File: src/rtl/ext_sense_pkg.sv
package ext_sense_pkg;
  localparam int PPR     = 4;   // pins per configuration word
  localparam int STAT_OFS = 0;
  localparam int ACK_OFS  = 4;
  localparam int MSK_OFS  = 8;
  localparam int SNS_OFS  = 12;
  localparam int BTH_OFS  = 16;
  localparam int LVL_OFS  = 20;

  typedef struct packed {
    logic lvl;    // 1: level mode
    logic sense;  // polarity / edge direction
    logic both;   // any edge
    logic mask;   // output enable
  } pin_cfg_t;
endpackage

File: src/rtl/ext_sync_2ff.sv
module ext_sync_2ff #(
  parameter int W = 1
) (
  input  logic         clk,
  input  logic         rst_n,
  input  logic [W-1:0] d_i,
  output logic [W-1:0] q_o
);
  logic [W-1:0] s1_q, s2_q;

  always_ff @(posedge clk or negedge rst_n) begin
    if (!rst_n) begin
      s1_q <= '0;
      s2_q <= '0;
    end else begin
      s1_q <= d_i;
      s2_q <= s1_q;
    end
  end

  assign q_o = s2_q;
endmodule

File: src/rtl/ext_pin_sense.sv
module ext_pin_sense
  import ext_sense_pkg::*;
(
  input  logic     clk,
  input  logic     rst_n,
  input  logic     pin_i,
  input  pin_cfg_t cfg_i,
  input  logic     ack_i,
  output logic     req_o
);
  logic sync, prev_q, req_q;
  logic rise, fall, hit, lvl_act, req_d;

  ext_sync_2ff #(.W(1)) u_sync (
    .clk(clk), .rst_n(rst_n), .d_i(pin_i), .q_o(sync)
  );

  always_comb begin
    rise    = sync & ~prev_q;
    fall    = ~sync & prev_q;
    hit     = cfg_i.both ? (rise | fall) : (cfg_i.sense ? rise : fall);
    lvl_act = cfg_i.sense ? sync : ~sync;
    req_d   = cfg_i.lvl ? lvl_act : ((req_q & ~ack_i) | hit);
  end

  always_ff @(posedge clk or negedge rst_n) begin
    if (!rst_n) begin
      prev_q <= 1'b0;
      req_q  <= 1'b0;
    end else begin
      prev_q <= sync;
      req_q  <= req_d;
    end
  end

  assign req_o = req_q;

  AST_EDGE_STICKY: assert property (@(posedge clk) disable iff (!rst_n)
    (!cfg_i.lvl && req_q && !ack_i) |=> req_q);
  AST_EDGE_NEEDS_EVENT: assert property (@(posedge clk) disable iff (!rst_n)
    (!cfg_i.lvl && !req_q) |=> (!req_q || $past(sync != prev_q)));
  AST_LEVEL_TRACK: assert property (@(posedge clk) disable iff (!rst_n)
    cfg_i.lvl |=> (req_q == ($past(cfg_i.sense) ? $past(sync) : !$past(sync))));
  AST_SET_BEATS_ACK: assert property (@(posedge clk) disable iff (!rst_n)
    (!cfg_i.lvl && !cfg_i.both && cfg_i.sense && ack_i && sync && !prev_q) |=> req_q);
endmodule

File: src/rtl/ext_cfg_regs.sv
module ext_cfg_regs
  import ext_sense_pkg::*;
#(
  parameter int NPINS = 6,
  parameter int SEL_W = 1
) (
  input  logic                   clk,
  input  logic                   rst_n,
  input  logic                   we_i,
  input  logic [SEL_W-1:0]       sel_i,
  input  logic [31:0]            wdata_i,
  input  logic [NPINS-1:0]       req_i,
  output pin_cfg_t [NPINS-1:0]   cfg_o,
  output logic [NPINS-1:0]       ack_o,
  output logic [31:0]            rdata_o
);
  logic unused_hi;
  assign unused_hi = ^wdata_i[31:24];

  for (genvar p = 0; p < NPINS; p++) begin : g_pin
    localparam int WRD  = p / PPR;
    localparam int SLOT = p % PPR;
    logic hit_word;
    assign hit_word = we_i && (sel_i == SEL_W'(WRD));
    assign ack_o[p] = hit_word && wdata_i[ACK_OFS+SLOT];

    always_ff @(posedge clk or negedge rst_n) begin
      if (!rst_n) begin
        cfg_o[p] <= '{lvl: 1'b1, sense: 1'b0, both: 1'b0, mask: 1'b0};
      end else if (hit_word) begin
        cfg_o[p].mask  <= wdata_i[MSK_OFS+SLOT];
        cfg_o[p].sense <= wdata_i[SNS_OFS+SLOT];
        cfg_o[p].both  <= wdata_i[BTH_OFS+SLOT];
        cfg_o[p].lvl   <= wdata_i[LVL_OFS+SLOT];
      end
    end
  end

  always_comb begin
    rdata_o = '0;
    for (int p = 0; p < NPINS; p++) begin
      if (sel_i == SEL_W'(p / PPR)) begin
        rdata_o[STAT_OFS + p % PPR] = req_i[p];
        rdata_o[MSK_OFS  + p % PPR] = cfg_o[p].mask;
        rdata_o[SNS_OFS  + p % PPR] = cfg_o[p].sense;
        rdata_o[BTH_OFS  + p % PPR] = cfg_o[p].both;
        rdata_o[LVL_OFS  + p % PPR] = cfg_o[p].lvl;
      end
    end
  end

  always_comb begin
    if (rst_n) begin
      AST_ACK_READS_ZERO: assert (rdata_o[ACK_OFS +: PPR] == '0);
      AST_HIGH_BITS_ZERO: assert (rdata_o[31:24] == '0);
    end
  end

  always_comb begin
    if (rst_n) begin
      for (int s = 0; s < PPR; s++) begin
        if (int'(sel_i) * PPR + s >= NPINS) begin
          AST_EMPTY_SLOT_ZERO: assert (!rdata_o[STAT_OFS+s] && !rdata_o[MSK_OFS+s]
            && !rdata_o[SNS_OFS+s] && !rdata_o[BTH_OFS+s] && !rdata_o[LVL_OFS+s]);
        end
      end
    end
  end
endmodule

File: src/rtl/ext_irq_sense.sv
module ext_irq_sense
  import ext_sense_pkg::*;
#(
  parameter int NPINS = 6,
  localparam int NWORDS = (NPINS + PPR - 1) / PPR,
  localparam int SEL_W  = (NWORDS > 1) ? $clog2(NWORDS) : 1
) (
  input  logic             clk,
  input  logic             rst_n,
  input  logic [NPINS-1:0] ext_pin_i,
  input  logic             cfg_we,
  input  logic [SEL_W-1:0] cfg_sel,
  input  logic [31:0]      cfg_wdata,
  output logic [31:0]      cfg_rdata,
  output logic [NPINS-1:0] irq_o
);
  pin_cfg_t [NPINS-1:0] cfg;
  logic [NPINS-1:0]     ack;
  logic [NPINS-1:0]     req;

  ext_cfg_regs #(.NPINS(NPINS), .SEL_W(SEL_W)) u_regs (
    .clk(clk), .rst_n(rst_n), .we_i(cfg_we), .sel_i(cfg_sel),
    .wdata_i(cfg_wdata), .req_i(req), .cfg_o(cfg), .ack_o(ack),
    .rdata_o(cfg_rdata)
  );

  for (genvar p = 0; p < NPINS; p++) begin : g_pin
    ext_pin_sense u_pin (
      .clk(clk), .rst_n(rst_n), .pin_i(ext_pin_i[p]), .cfg_i(cfg[p]),
      .ack_i(ack[p]), .req_o(req[p])
    );
    assign irq_o[p] = req[p] & cfg[p].mask;
  end
endmodule

File: config.mk
export PLATFORM = sky130hd
export DESIGN_NAME = ext_irq_sense
export DESIGN_NICKNAME = d
export VERILOG_FILES = /design/src/rtl/ext_sense_pkg.sv /design/src/rtl/ext_sync_2ff.sv /design/src/rtl/ext_pin_sense.sv /design/src/rtl/ext_cfg_regs.sv /design/src/rtl/ext_irq_sense.sv
export SDC_FILE = /design/constraint.sdc
export NUM_CORES = 1
export LEC_CHECK = 0
export BUFFER_PORTS_ARGS = -buffer_cell sky130_fd_sc_hd__buf_2
export CORE_ASPECT_RATIO = 0.75
export CORE_MARGIN = 5
export CORE_UTILIZATION = 56
export CTS_BUF_LIST = sky130_fd_sc_hd__clkbuf_8
export DETAILED_ROUTE_END_ITERATION = 8
export HOLD_SLACK_MARGIN = 0.15
export PLACE_DENSITY = 0.88
export REMOVE_ABC_BUFFERS = 1
export SLEW_MARGIN = 25
export SYNTH_ARGS = -nofsm -noshare
export SYNTH_HDL_FRONTEND = slang
export SYNTH_SLANG_ARGS = --single-unit
export TNS_END_PERCENT = 20
File: constraint.sdc
create_clock -name clk -period 2 [get_ports clk]
set_input_delay 0.3 -clock clk [delete_from_list [all_inputs] [get_ports clk]]
set_output_delay 0.3 -clock clk [all_outputs]
set_load 0.01 [all_outputs]
Word level (Yosys, flattened, before mapping):

Index checks and enable logic that the tools add are counted.

* register bits after elaboration: 48
* bits of input ports: 42
* output and inout port bits: 38
* logic and storage cells: 155

* muxes and demuxes: 44
* bitwise logic cells: 55
* reduce and logical (&&, ||, !) cells: 8

Operator list (count)
* two-way mux 1 bit: 44
* AND 1 bit: 24
* inverter 1 bit: 19
* OR 1 bit: 12
* logical AND 1 bit: 8

Longest topological paths before layout:

Gate-level depths: netlist of the first run.

* word-level depth: 7
* depth in mapped cells: 5

By module:

A second synthesis of the first run with hierarchy kept.

* cell total of the unflattened synthesis: 196
* area total of the unflattened synthesis: 2448.6 um2

By module, submodules not included
* ext_cfg_regs: times used 1, cells each 94, area each 1322.5 um2, seq. area each 608.1 um2
* ext_pin_sense: times used 6, cells each 14, area each 131.4 um2, seq. area each 50.0 um2
* ext_sync_2ff: times used 6, cells each 2, area each 50.0 um2, seq. area each 50.0 um2
* ext_irq_sense: times used 1, cells each 6, area each 37.5 um2, seq. area each 0.0 um2

Worst setup path after synthesis of the first run:

OpenSTA, ideal clock, no wires.

* path kind: register -> register
* start: register g_pin[0].u_pin.u_sync.s2_q
* end: register g_pin[0].u_pin.req_q
* library setup time: 0.126 ns
* arrival: 1.218 ns
* data required time: 1.874 ns
* setup slack: 0.656 ns
* cell stages (with the launch flop): 6
* path buffers: 0
* period minus slack after synthesis: 1.344 ns
* path through: dfrtp_1 inv_1 ha_1 nor2b_1 a211o_1 a221o_1

* longest elaborated chain between the ends: 6

RTL lines
* start, declared: RTL line ext_sync_2ff.sv:9 `logic [W-1:0] s1_q, s2_q;`
* start signal, assigned: RTL line ext_sync_2ff.sv:17 `s2_q <= s1_q;`
* inverter 1 bit: RTL line ext_pin_sense.sv:20, ext_pin_sense.sv:22
* AND 1 bit: RTL line ext_pin_sense.sv:20 `fall = ~sync & prev_q;`
* two-way mux 1 bit or OR 1 bit (tied branches): RTL line ext_pin_sense.sv:21 `hit = cfg_i.both ? (rise | fall) : (cfg_i.sense ? rise : fall);`
* two-way mux 1 bit: RTL line ext_pin_sense.sv:21
* OR 1 bit: RTL line ext_pin_sense.sv:23 `req_d = cfg_i.lvl ? lvl_act : ((req_q & ~ack_i) | hit);`
* two-way mux 1 bit *: RTL line ext_pin_sense.sv:23
* net g_pin[0].u_pin.req_d: RTL line ext_pin_sense.sv:12 `logic rise, fall, hit, lvl_act, req_d;`
* end signal, assigned: RTL line ext_pin_sense.sv:32 `req_q <= req_d;`
* end, declared: RTL line ext_pin_sense.sv:11 `logic sync, prev_q, req_q;`

The timed path passes the listed nets; every way through them passes the cells marked *.
A chain may end at the register's enable or synchronous reset.

Worst setup path after layout of the first run:

* start: input port cfg_sel
* end: output port cfg_rdata[0]

* longest elaborated chain between the ends: 1

RTL lines
* start, declared: RTL line ext_irq_sense.sv:12 `input logic [SEL_W-1:0] cfg_sel,`
* two-way mux 1 bit: RTL line ext_cfg_regs.sv:42 `if (sel_i == SEL_W'(p / PPR)) begin`
* end, declared: RTL line ext_irq_sense.sv:14 `output logic [31:0] cfg_rdata,`

No other way between the ends.

==> flow_summary.ini, run 1 <==
[power_and_ir_drop]
worst_ir_drop_vdd_v = 0.000573
power.density_nw_per_um2 = 842
leakage_nw = 1.37
finalPower_mw = 2.35

[floorplanning]
io_pins = 80
die_h_um = 65.9
rows = 20
die_w_um = 84.6
coreArea_um2 = 4050
die-area_um2 = 5580
start_util = 0.576

[timing]
slew_violations = 0
finalHoldViolCount = 0
fin_worst_skew_ps = 5.42
rsz0062_at_grt = no
max_slew_margin = 0.635
fmaxAchievable_ghz = 0.626
setup_violations = 0
fin_crit_sh = 0.799
min_period_ps = 1600
worst_slew_pin_slew_ps = 548
hold_ws_ps = 233
fin_setup_tns_ps = 0

[setup_path]
crit_fanout = 24
cp-start-kind = input port
critPathRequiredTime_ps = 1700
critPathKind = input port to output pin
end_kind = output pin
timing.rr.end = g_pin[0].u_pin.req_o
arrival_ps = 1300
r2r.worst_path.cells = 5
r2r_slack_ps = 550
r2r-start = g_pin[0].u_pin.u_sync.q_o

[global_route]
grt_first_pass_wirelength_um = 7090
overflow = 0
grt_max_degree = 25
antenna_found_initial = 0
track_usage = 0.162
grt_pass1_vias = 1526

[cells_and_area]
seqCellArea_um2 = 1210
fill_cells = 334
drive_gt1_frac = 0.425
antenna_cells = 0
multi_input_area_um2 = 998
final_util = 0.687
fin_area_um2 = 2790
fin_nets = 307
layout_commonest_cell = buf_2
syn_to_final_growth_pct = 19.3
final_cell_mix = 55 x buf_2, 42 x dfrtp_1, 35 x mux2_2

[cts]
clkLatencyLatePin_ps = 290
htreeDepth = 2
cts_root_buf = clkbuf_8
clkTransAtPathRegs_ps = 80
cts_sinks = 48
cts_tree = yes
postCtsHoldBufs = 7
cts.repair.resized = 0
cts.path.max_buffers = 2
post-cts-setup-buffers = 0
cts_buffers = 5

[routing]
wl_per_cell_um = 13.6
wirelength_um = 4200
vias = 1515
ant_nets = 0
dr.first_iter.drc_count = 49
firstDrtPassIters = 4
drc = 0
vias_per_cell = 4.90

[worst_hold_path]
min_to = u_regs.cfg_o[6]
hold_depth = 2
hold_start = cfg_wdata[13]
hold_path_class = input port to flip-flop

[placed_design]
place_area_um2 = 2630
gp_congestion = 0.712
port_buffers = 55
dpl.hpwl_um = 3170

[yosys]
ys_types = 24
ys_seq_area_frac = 0.517
yosysTopAreaCell = dfrtp_1
synthCells = 186
ys_ff_latch = 48
syn_area_um2 = 2340
yosysWarnings = 0
avgSynthCellArea_um2 = 12.6
ys_top_cells_by_area = dfrtp_1 45%, mux2_2 17%, dfstp_2 6.7%
synth_top_area_share = 0.450

[run]
maxCapViolCount = 0

[run_status]
outcome = completed
per-layer routing:
metal	vias to the layer above	global-route usage	part of all wire
li1	737	-	-
met5	-	0	0
met4	0	0.0356	0.0069
met1	726	0.208	0.45
met3	4	0.0610	0.079
met2	48	0.262	0.46
Yosys cell counts:
master,count
and2_1,6
o21ai_0,2
conb_1,1
buf_6,1
buf_4,14
nand3_1,2
clkbuf_1,1
mux2_1,1
a221o_1,4
nand2_2,1
mux2_2,35
nand2_1,4
inv_1,12
xnor2_1,6
nor2b_1,14
o211ai_1,2
dfrtp_1,42
a211o_1,4
a21oi_1,10
buf_2,1
dfstp_2,6
nand2b_1,4
nor2b_4,1
ha_1,12
critical path: stages:
cell and delay [ps]:
buf_2 440, mux2_2 410, buf_2 140
logic make-up (layout without fill, tap and decap cells):
| logic type | count (synthesis) | count (layout) | share of synthesized area |
|---|---|---|---|
| mux | 36 | 36 | 0.174 |
| flops | 48 | 48 | 0.517 |
| fa+ha+maj | 12 | 12 | 0.0643 |
| other cells | 1 | 12 | 0.00161 |
| simple gates | 32 | 32 | 0.0836 |
| xor+xnor | 6 | 6 | 0.0225 |
| compound gates | 22 | 22 | 0.0643 |
| buf+inv | 29 | 86 | 0.0728 |
cell type report:
type	count	area share
inverters	12	0.0162
well taps	55	0.0247
clock buffers	6	0.0296
flip-flops and latches	48	0.434
multi-input cells	120	0.358
clock inverters	2	0.00269
repair buffers	66	0.135
metrics by stage:
stage / std cells / setup WS, ps
2_1_floorplan: 180 / 656
3_3_place_gp: 294 / 411
3_5_place_dp: 294 / 402
4_1_cts: 309 / 400
5_1_grt: 309 / 335
6_report: 309 / 402
report_power, final:
part	internal, mW	switching [mW]	leakage [nW]
Combinational	0.306	0.241	0.765
Sequential	1.11	0.115	0.552
Clock	0.272	0.298	0.0538
Total	1.69	0.655	1.37
worst max path at each step:
stage | from | to | slack (ps)
after floorplan | g_pin[0].u_pin.u_sync.q_o | g_pin[0].u_pin.req_o | 660
after global placement | cfg_sel | cfg_rdata[0] | 410
after detailed placement | cfg_sel | cfg_rdata[0] | 400
after CTS | cfg_sel | cfg_rdata[0] | 400
after global routing | cfg_sel | cfg_rdata[0] | 340
final | cfg_sel | cfg_rdata[0] | 400
sequential cells by signal (all words and copies together), names as in the netlist:
signal / cells
g_pin.u_pin.req_o: 6
g_pin.u_pin.prev_q: 6
g_pin.u_pin.u_sync.q_o: 6
u_regs.cfg_o: 24
g_pin.u_pin.u_sync.s1_q: 6
Power figures use the tool's default switching activity.
==> run 2: changes to the inputs <==
--- a/config.mk
+++ b/config.mk
@@ -5,14 +5,15 @@
 export SDC_FILE = /design/constraint.sdc
 export NUM_CORES = 1
 export LEC_CHECK = 0
+export ABC_AREA = 1
 export BUFFER_PORTS_ARGS = -buffer_cell sky130_fd_sc_hd__buf_2
 export CORE_ASPECT_RATIO = 0.75
 export CORE_MARGIN = 5
-export CORE_UTILIZATION = 56
+export CORE_UTILIZATION = 47
 export CTS_BUF_LIST = sky130_fd_sc_hd__clkbuf_8
 export DETAILED_ROUTE_END_ITERATION = 8
 export HOLD_SLACK_MARGIN = 0.15
-export PLACE_DENSITY = 0.88
+export PLACE_DENSITY = 0.78
 export REMOVE_ABC_BUFFERS = 1
 export SLEW_MARGIN = 25
 export SYNTH_ARGS = -nofsm -noshare
==> constraint.sdc (replaced) <==
create_clock -name clk -period 1.37 [get_ports clk]
set_input_delay 0.2055 -clock clk [delete_from_list [all_inputs] [get_ports clk]]
set_output_delay 0.2055 -clock clk [all_outputs]
set_load 0.01 [all_outputs]
==> flow_summary.ini, run 2 <==
[run_status]
outcome = completed

[global_route]
grt_max_degree = 49
track_usage = 0.151
grt_first_pass_wirelength_um = 7910
grt_pass1_vias = 1770
antenna_found_initial = 0
overflow = 0

[placed_design]
place_inst = 407
gp_congestion = 0.774
port_buffers = 55
dpl.hpwl_um = 3390

[cts]
cts.path.max_buffers = 2
cts_sinks = 48
clkLatencyLatePin_ps = 290
cts_root_buf = clkbuf_8
cts_buffers = 5
clkTransAtPathRegs_ps = 80
htreeDepth = 2
cts_tree = yes

[routing]
ant_nets = 0
dr.first_iter.drc_count = 57
wl_per_cell_um = 11.0
vias = 1919
firstDrtPassIters = 4
vias_per_cell = 4.44
wirelength_um = 4750
drc = 0

[run]
maxCapViolCount = 0

[floorplanning]
start_util = 0.486
coreArea_um2 = 4930
die_h_um = 71.8
rows = 22
die-area_um2 = 6630
die_w_um = 92.4
io_pins = 80

[timing]
rsz0062_at_grt = yes
hold_ws_ps = 157
min_period_ps = 1360
fin_worst_skew_ps = 2.16
worst_slew_pin_slew_ps = 555
slew_violations = 0
fmaxAchievable_ghz = 0.734
finalHoldViolCount = 0
fin_crit_sh = 0.994
setup_violations = 0
max_slew_margin = 0.629

[cells_and_area]
largest_register_ffs = 24
antenna_cells = 0
drive_gt1_frac = 0.218
fin_nets = 425
layout_commonest_cell = nand2_1
syn_to_final_growth_pct = 24.2
final_cell_mix = 69 x nand2_1, 55 x inv_1, 55 x buf_2
fill_cells = 434
regMostFlops = u_regs.cfg_o
layoutNonFillerInstCount = 432

[yosys]
ys_types = 15
yosysMostFrequentCell = nand2_1
async_reset_ff_frac = 1.00
synth-main-ff-cell = dfrtp_1
yosysTopAreaCell = dfrtp_1
ys_seq_area_frac = 0.505
synthCells = 298
syn_area_um2 = 2390
avgSynthCellArea_um2 = 8.03
ys_ff_latch = 48
synth_top_area_share = 0.439
synth.cells.most_frequent = 69 x nand2_1, 58 x inv_1, 42 x dfrtp_1
yosysWarnings = 0
ys_top_cells_by_area = dfrtp_1 44%, nand2_1 11%, inv_1 9.1%
synth-edff-count = 0

[setup_path]
cp-start-kind = flip-flop
r2r_slack_ps = 220
end_kind = output pin
critPathKind = flip-flop to output pin
arrival_ps = 1160
crit_fanout = 5
critPathRequiredTime_ps = 1160

[power_and_ir_drop]
leakage_nw = 1.70
power.density_nw_per_um2 = 1190
worst_ir_drop_vdd_v = 0.000675

[worst_hold_path]
hold_path_class = input port to flip-flop
-- run 2: cell types whose count changed in the layout (fill, tap and decap cells not counted), moves of 14 or more --
cell / change
mux2_2: -35
nor2_1: +30
o21ai_0: +20
nor2b_1: -14
inv_1: +41
nand2_1: +65
-- run 2: where the power goes --
part           switching, mW  internal [mW]  total [mW]
clock                  0.452          0.644        1.10
sequential             0.119           1.59        1.71
combinational          0.421          0.311       0.731
-- run 2: cell families after synthesis --
family | synth area share
other | 0.00157
buffers and inverters | 0.152
AOI/OAI and AO/OA | 0.0920
adders and majority gates | 0.0627
and+or+nand+nor | 0.187
DFF | 0.505
-- run 2: path summary, 6_finish.rpt --
kind / from / endpoint / cells after the start
max in group asynchronous: rst_n / u_regs.cfg_o[23] / 3
min in group asynchronous: rst_n / g_pin[3].u_pin.u_sync.s1_q / 3
worst min register to register: g_pin[5].u_pin.u_sync.s1_q / g_pin[5].u_pin.u_sync.q_o / 0
worst max-delay path: u_regs.cfg_o[2] / cfg_rdata[12] / 3
worst min-delay path: cfg_wdata[11] / u_regs.cfg_o[12] / 3
worst max register to register: g_pin[5].u_pin.u_sync.q_o / g_pin[5].u_pin.req_o / 6
-- run 2: cell type report --
cell class | instances | area (um^2) | area share
Clock buffer | 7 | 96.3 | 0.0324
Clock inverter | 1 | 30.0 | 0.0101
Multi-Input combinational cell | 182 | 867 | 0.292
Timing Repair Buffer | 75 | 473 | 0.159
Tap cell | 60 | 75.1 | 0.0253
Inverter | 59 | 221 | 0.0745
Sequential cell | 48 | 1210 | 0.407
-- run 2: repair_timing --
item	CTS	global route
pin swaps	0	3
hold buffers	13	1
setup endpoints to repair	2	7
resized for setup	2	6
hold endpoints to repair	61	1
setup buffers	0	3
-- run 2: per-stage QoR --
stage / setup TNS, ps / utilization / worst slack (ps) / area, um^2 / power (mW)
floorplan: 0 / - / 306 / 2290 / 2.12
global placement: 0 / 0.544 / 79.1 / 2680 / 2.39
detailed placement: 0 / 0.544 / 54.6 / 2680 / 2.42
CTS: 0 / 0.596 / 6.21 / 2940 / 3.55
global route: -125 / 0.603 / -32.9 / 2970 / 3.78
finish: 0 / 0.603 / 8.41 / 2970 / 3.54
-- run 2: per-layer routing --
| layer | vias to the layer above | wire length [um] | track usage | part of all wire |
|---|---|---|---|---|
| met5 | - | 0 | 0 | 0 |
| met4 | 0 | 44 | 0.0362 | 0.0093 |
| met3 | 6 | 277 | 0.0556 | 0.058 |
| met2 | 58 | 2180 | 0.235 | 0.46 |
| met1 | 836 | 2240 | 0.200 | 0.47 |
| li1 | 1019 | - | - | - |
-- run 2: critical path, stage by stage (launching register included) --
cell	delay (ps)
dfrtp_1	400
inv_1	70
o21ai_0	210
buf_2	180
